==> config.mk <==
export PLATFORM = sky130hd
export DESIGN_NAME = ovf_flag_gen
export DESIGN_NICKNAME = d
export VERILOG_FILES = /design/src/rtl/ovf_pkg.sv /design/src/rtl/ovf_mag_cmp.sv /design/src/rtl/ovf_delay_line.sv /design/src/rtl/ovf_blank_fsm.sv /design/src/rtl/ovf_flag_gen.sv
export SDC_FILE = /design/constraint.sdc
export NUM_CORES = 1
export LEC_CHECK = 0
export BUFFER_PORTS_ARGS = -buffer_cell sky130_fd_sc_hd__buf_2
export CAP_MARGIN = 20
export CORE_MARGIN = 4
export CORE_UTILIZATION = 57
export CTS_CLUSTER_SIZE = 25
export DETAILED_ROUTE_END_ITERATION = 6
export GPL_ROUTABILITY_DRIVEN = 0
export PLACE_DENSITY = 0.8
export SLEW_MARGIN = 20
export SYNTH_ARGS = -nofsm -noshare
export SYNTH_HDL_FRONTEND = slang
export SYNTH_SLANG_ARGS = --single-unit
==> constraint.sdc <==
create_clock -name clk -period 1.8 [get_ports clk]
set_input_delay 0.27 -clock clk [delete_from_list [all_inputs] [get_ports clk]]
set_output_delay 0.27 -clock clk [all_outputs]
set_load 0.02 [all_outputs]
==> src/rtl/ovf_pkg.sv <==
package ovf_pkg;

    typedef enum logic [0:0] {
        ST_BLANK = 1'b0,
        ST_LIVE  = 1'b1
    } ovf_state_e;

    localparam int unsigned SMP_W   = 24;
    localparam int unsigned NUM_CH  = 4;

endpackage

==> src/rtl/ovf_mag_cmp.sv <==
module ovf_mag_cmp #(
    parameter int unsigned SW     = 24,
    parameter int unsigned OVF_TH = 8103800
) (
    input  logic [SW-1:0] smp,
    output logic          over
);
    localparam int unsigned MW = SW + 1;
    localparam logic [MW-1:0] TH_V = MW'(OVF_TH);

    logic [MW-1:0] ext;
    logic [MW-1:0] mag;

    always_comb begin
        ext = {smp[SW-1], smp};
        if (smp[SW-1]) begin
            mag = (~ext) + MW'(1);
        end else begin
            mag = ext;
        end
        over = (mag > TH_V);
    end

endmodule

==> src/rtl/ovf_delay_line.sv <==
module ovf_delay_line #(
    parameter int unsigned DEPTH = 28
) (
    input  logic clk,
    input  logic rst_n,
    input  logic adv,
    input  logic din,
    output logic tap
);
    logic [DEPTH-1:0] dl;

    generate
        if (DEPTH == 1) begin : g_single
            always_ff @(posedge clk or negedge rst_n) begin
                if (!rst_n) begin
                    dl <= '0;
                end else if (adv) begin
                    dl <= din;
                end
            end
        end else begin : g_chain
            always_ff @(posedge clk or negedge rst_n) begin
                if (!rst_n) begin
                    dl <= '0;
                end else if (adv) begin
                    dl <= {dl[DEPTH-2:0], din};
                end
            end
        end
    endgenerate

    assign tap = dl[DEPTH-1];

    AST_DL_SHIFT: assert property (@(posedge clk) disable iff (!rst_n)
        adv |=> (dl[0] == $past(din)));

    AST_DL_HOLD: assert property (@(posedge clk) disable iff (!rst_n)
        !adv |=> $stable(dl));

endmodule

==> src/rtl/ovf_blank_fsm.sv <==
module ovf_blank_fsm
    import ovf_pkg::*;
#(
    parameter int unsigned BLANK_FRAMES = 516
) (
    input  logic clk,
    input  logic rst_n,
    input  logic stb,
    input  logic tap,
    output logic ovf_q
);
    localparam int unsigned CW = $clog2(BLANK_FRAMES + 1);
    localparam logic [CW-1:0] LAST = CW'(BLANK_FRAMES - 1);

    ovf_state_e   state, state_nx;
    logic [CW-1:0] cnt, cnt_nx;

    always_comb begin
        state_nx = state;
        cnt_nx   = cnt;
        unique case (state)
            ST_BLANK: begin
                if (stb) begin
                    if (cnt == LAST) begin
                        state_nx = ST_LIVE;
                        cnt_nx   = '0;
                    end else begin
                        cnt_nx = cnt + CW'(1);
                    end
                end
            end
            ST_LIVE: begin
                state_nx = ST_LIVE;
            end
            default: begin
                state_nx = ST_BLANK;
                cnt_nx   = '0;
            end
        endcase
    end

    always_ff @(posedge clk or negedge rst_n) begin
        if (!rst_n) begin
            state <= ST_BLANK;
            cnt   <= '0;
        end else begin
            state <= state_nx;
            cnt   <= cnt_nx;
        end
    end

    always_ff @(posedge clk or negedge rst_n) begin
        if (!rst_n) begin
            ovf_q <= 1'b0;
        end else if (stb) begin
            ovf_q <= (state == ST_LIVE) & tap;
        end
    end

    AST_BLANK_QUIET: assert property (@(posedge clk) disable iff (!rst_n)
        (state == ST_BLANK) |-> !ovf_q);

    AST_ARM_ON_STROBE: assert property (@(posedge clk) disable iff (!rst_n)
        $rose(state == ST_LIVE) |-> $past(stb));

    AST_FLAG_STEADY: assert property (@(posedge clk) disable iff (!rst_n)
        !stb |=> $stable(ovf_q));

endmodule

==> src/rtl/ovf_flag_gen.sv <==
module ovf_flag_gen
    import ovf_pkg::*;
#(
    parameter int unsigned SW           = SMP_W,
    parameter int unsigned NCH          = NUM_CH,
    parameter int unsigned OVF_TH       = 8103800,
    parameter int unsigned DLY_FRAMES   = 28,
    parameter int unsigned BLANK_FRAMES = 516
) (
    input  logic              clk,
    input  logic              pd_n,
    input  logic              frame_stb,
    input  logic [NCH*SW-1:0] smp_bus,
    output logic              ovf
);
    localparam logic [SW-1:0] MOST_NEG = {1'b1, {(SW-1){1'b0}}};

    logic [NCH-1:0] ch_over;
    logic           any_over;
    logic           dl_tap;

    generate
        for (genvar i = 0; i < NCH; i++) begin : g_ch
            ovf_mag_cmp #(
                .SW     (SW),
                .OVF_TH (OVF_TH)
            ) u_cmp (
                .smp  (smp_bus[i*SW +: SW]),
                .over (ch_over[i])
            );

            AST_MIN_CODE: assert property (@(posedge clk) disable iff (!pd_n)
                (smp_bus[i*SW +: SW] == MOST_NEG) |-> any_over);
        end
    endgenerate

    assign any_over = |ch_over;

    ovf_delay_line #(
        .DEPTH (DLY_FRAMES)
    ) u_dly (
        .clk   (clk),
        .rst_n (pd_n),
        .adv   (frame_stb),
        .din   (any_over),
        .tap   (dl_tap)
    );

    ovf_blank_fsm #(
        .BLANK_FRAMES (BLANK_FRAMES)
    ) u_fsm (
        .clk   (clk),
        .rst_n (pd_n),
        .stb   (frame_stb),
        .tap   (dl_tap),
        .ovf_q (ovf)
    );

    AST_ZERO_SAMPLES_QUIET: assert property (@(posedge clk) disable iff (!pd_n)
        (smp_bus == '0) |-> !any_over);

endmodule

==> key figures <==
Layout
  – Commonest non-fill, non-tap cell in the layout: buf_4
  – Most frequent cells in the layout: 195 x buf_4, 99 x buf_2, 54 x nor2_1
  – N_diodes: 0
  – Finished Layout Cells: 975
  – Share of layout cells above drive strength 1: 44.7%
  – Fillcell total: 481
  – Post-route cell area: 7040 µm²
  – Area Overhead vs Synth: 47.7%
  – Layout net count: ~980
  – Layout Utilization: 86.1%

Yosys
  – Largest cells by area after synthesis: dfrtp_1 21%, mux2_2 7.1%, nor2_1 4.4%
  – Asr flop ratio synth: 100%
  – Gate Count Post-Synth: 597
  – Yosys top cell area share: 21.0%
  – Syn_area_per_cell: 7.98 µm²
  – Register area share after synthesis: 21.0%
  – Synth cell types: 76
  – Number of flops mapped to enable cells by yosys: 0
  – Post-Syn Area: 4770 µm²
  – Flops & latches, synth: 40
  – Ys flop type: dfrtp_1
  – Biggest area consumer among synthesized cells: dfrtp_1
  – Ys Warns: 0
  – Mapped Nets: 705

Route
  – Total wire length: 16,500 µm
  – WL/cell: between 15 and 20 µm
  – ANT nets after route: 0
  – Vias: approximately 6,300
  – Drt drc: 0
  – Detailed Route Iter0 Violations: between 300 and 400
  – TritonRoute pass-1 iters: 5
  – Vias per std cell: 6.41

Run
  – Maxcap violations: 0

Critical path
  – WP depth: 12
  – Slowest CP cell: or4b_4
  – Worst R2R End: u_fsm.cnt[2]
  – R2R Setup Slk: ~0.22 ns
  – Worst setup startpoint: smp_bus[72]
  – CP endpoint kind: register
  – Worst path buffer plus inverter count: 3
  – Crit path to: u_dly.dl[0]
  – Crit start category: primary input
  – CP delay by family, top: compound AO/OA/AOI/OAI gates
  – CP max stage delay: 0.51 ns
  – R2r worst-path depth: 7
  – Reg-to-Reg Start: u_fsm.cnt[0]
  – Worst Path Arrival: 2.44 ns
  – CP Max Fanout: 2
  – Crit path kind: in2reg
  – CP required: approximately 2.0 ns
  – Cells along the critical path: buf_2, inv_1, ha_1, or4b_4, o41ai_4, xnor2_1, buf_4, a21oi_1, o31ai_1, nor3b_1, o31a_1, a41oi_2

Floorplan
  – Std cell rows: 33
  – CORE AREA: 8180 µm²
  – Die height: between 90 and 100 µm
  – Chip width: 99.4 µm
  – Starting density of the core: 58.3%
  – Die area: approximately 9900 µm²
  – Boundary pin count: 100

STA
  – Minimum clock period: 2.27 ns
  – Setup violations, final: 1
  – Final slew viol count: 0
  – Tcrit/Tclk final: 126%
  – RSZ-0062 raised after global routing: yes
  – Slew HR: 66.9%
  – Peak Freq: 441 MHz
  – WHS: 0.0175 ns
  – Clock Skew: 0.00195 ns
  – Least-Margin Pin Slew: 0.497 ns
  – Fin worst setup slack: -0.466 ns
  – Final Hold Fails: 0

Hold path
  – Hold/Removal Path Class: in2async

Global routing
  – Largest net degree at the start of global routing: between 40 and 50
  – Initial antenna violation count: 0
  – First-pass GRT wire length: 26,300 µm
  – Gr ovfl total: 0
  – GRT Util Overall: 31.3%
  – Vias in the first global route: 6,107

Placed design
  – DP Area: 6830 µm²
  – Placed cells: 967
  – HPWL after detailed placement: 12,700 µm
  – Count of input and output buffers: 99

Clock network
  – CTS Hold Bufs: 0
  – Htree depth: 2
  – Root buf cell: clkbuf_8
  – Clock Latency Late Sink: 0.29 ns
  – Clock Sink Count: 40
  – Bufs on Longest Clock Path: 2
  – TritonCTS clock tree: done
  – CTS clk-pin slew, worst paths: 0.07 ns
  – Number of buffers inserted by post-CTS setup repair: 0
  – CTS buffer count: 5

Pwr
  – Leak: 3.10 nW
  – P per Cell Area: 499 nW/µm²
  – Max IR drop VDD: 318 µV

Outcome
  – Failing checks: negative setup slack
  – Status: complete, but fails checks
final cells by class:
cell class	count	area (µm²)	share of cell area, %
flip-flops and latches	40	1000	14.2
well taps	105	131	1.87
inverters	22	82.6	1.17
clock buffers	6	82.6	1.17
multi-input cells	506	3770	53.6
repair buffers	294	1960	27.8
clock inverters	2	10.0	0.142
worst min path at each step:
stage	start	endpoint	cells past startpoint
after floorplan	pd_n	u_dly.dl[0]	0
final	pd_n	u_fsm.cnt[4]	2
after global routing	pd_n	u_fsm.cnt[6]	2
after CTS	pd_n	u_fsm.cnt[6]	2
after global placement	pd_n	u_fsm.cnt[4]	2
after detailed placement	pd_n	u_fsm.cnt[6]	2
routing by layer:
layer / global-route usage [%] / wire, µm / up-vias
met1: 36.8 / 6220 / 2949
met4: 11.8 / 466 / 0
met5: 0 / 0 / -
li1: - / - / 2887
met3: 4.28 / 1340 / 55
met2: 57.6 / 8480 / 363
repair_timing:
| action | CTS | global route |
|---|---|---|
| endpoints found under the hold margin | 0 | 0 |
| setup endpoints to repair | 1 | 3 |
| gates resized for setup | 12 | 10 |
| pin swaps | 0 | 3 |
cells by family (layout without fill, tap and decap cells):
group | after synthesis | count (layout) | synth area share, %
AND/OR/NAND/NOR | 285 | 285 | 35.5
buffers and inverters | 51 | 324 | 4.31
flip-flops | 40 | 40 | 21.0
adder cells (fa/ha/maj) | 9 | 9 | 2.36
multiplexers | 33 | 33 | 7.72
XOR/XNOR | 33 | 33 | 6.06
AO/OA/AOI/OAI | 146 | 146 | 23.0
cell usage after synthesis (8+ instances only):
cell	instances
clkbuf_1	22
nand3_1	26
nor2_1	56
xnor2_1	19
nand2_1	32
a21oi_1	13
nand4_1	16
nand2b_1	9
nor2b_1	11
nor4_1	17
o41ai_1	8
mux2_2	30
dfrtp_1	40
a31oi_1	9
ha_1	9
inv_1	22
xor2_1	14
nor4b_1	9
nor3_1	29
o21ai_0	22
or3_1	15
o31ai_1	13
metrics by stage:
step | setup WS [ns] | total power (W) | TNS (ns)
finish | -0.466 | 0.00351 | -0.466
floorplan | -0.482 | 0.00210 | -0.482
global route | -0.652 | 0.00372 | -0.652
detailed placement | -0.873 | 0.00284 | -0.873
global placement | -0.676 | 0.00272 | -0.676
CTS | -0.406 | 0.00348 | -0.406
worst reg2reg max path, cell delays in order (launching register included):
cell      delay (ns)
dfrtp_1         0.40
ha_1            0.23
nor4b_2         0.20
nand3b_1        0.10
nor4_1          0.17
buf_4           0.18
nor3_1          0.05
a21o_1          0.15
power breakdown:
group / total (W) / internal [W] / switching (W) / leakage, nW
combinational: 0.00146 / 0.000787 / 0.000672 / 2.54
clock: 0.000613 / 0.000306 / 0.000307 / 0.0510
sequential: 0.00144 / 0.00122 / 0.000220 / 0.511
total: 0.00351 / 0.00231 / 0.00120 / 3.10
sequential cells by signal (all words and copies together), names as in the netlist:
signal / cells
u_fsm.state: 1
u_fsm.ovf_q: 1
u_dly.dl: 28
u_fsm.cnt: 10
(Power assumes the default switching activity.)
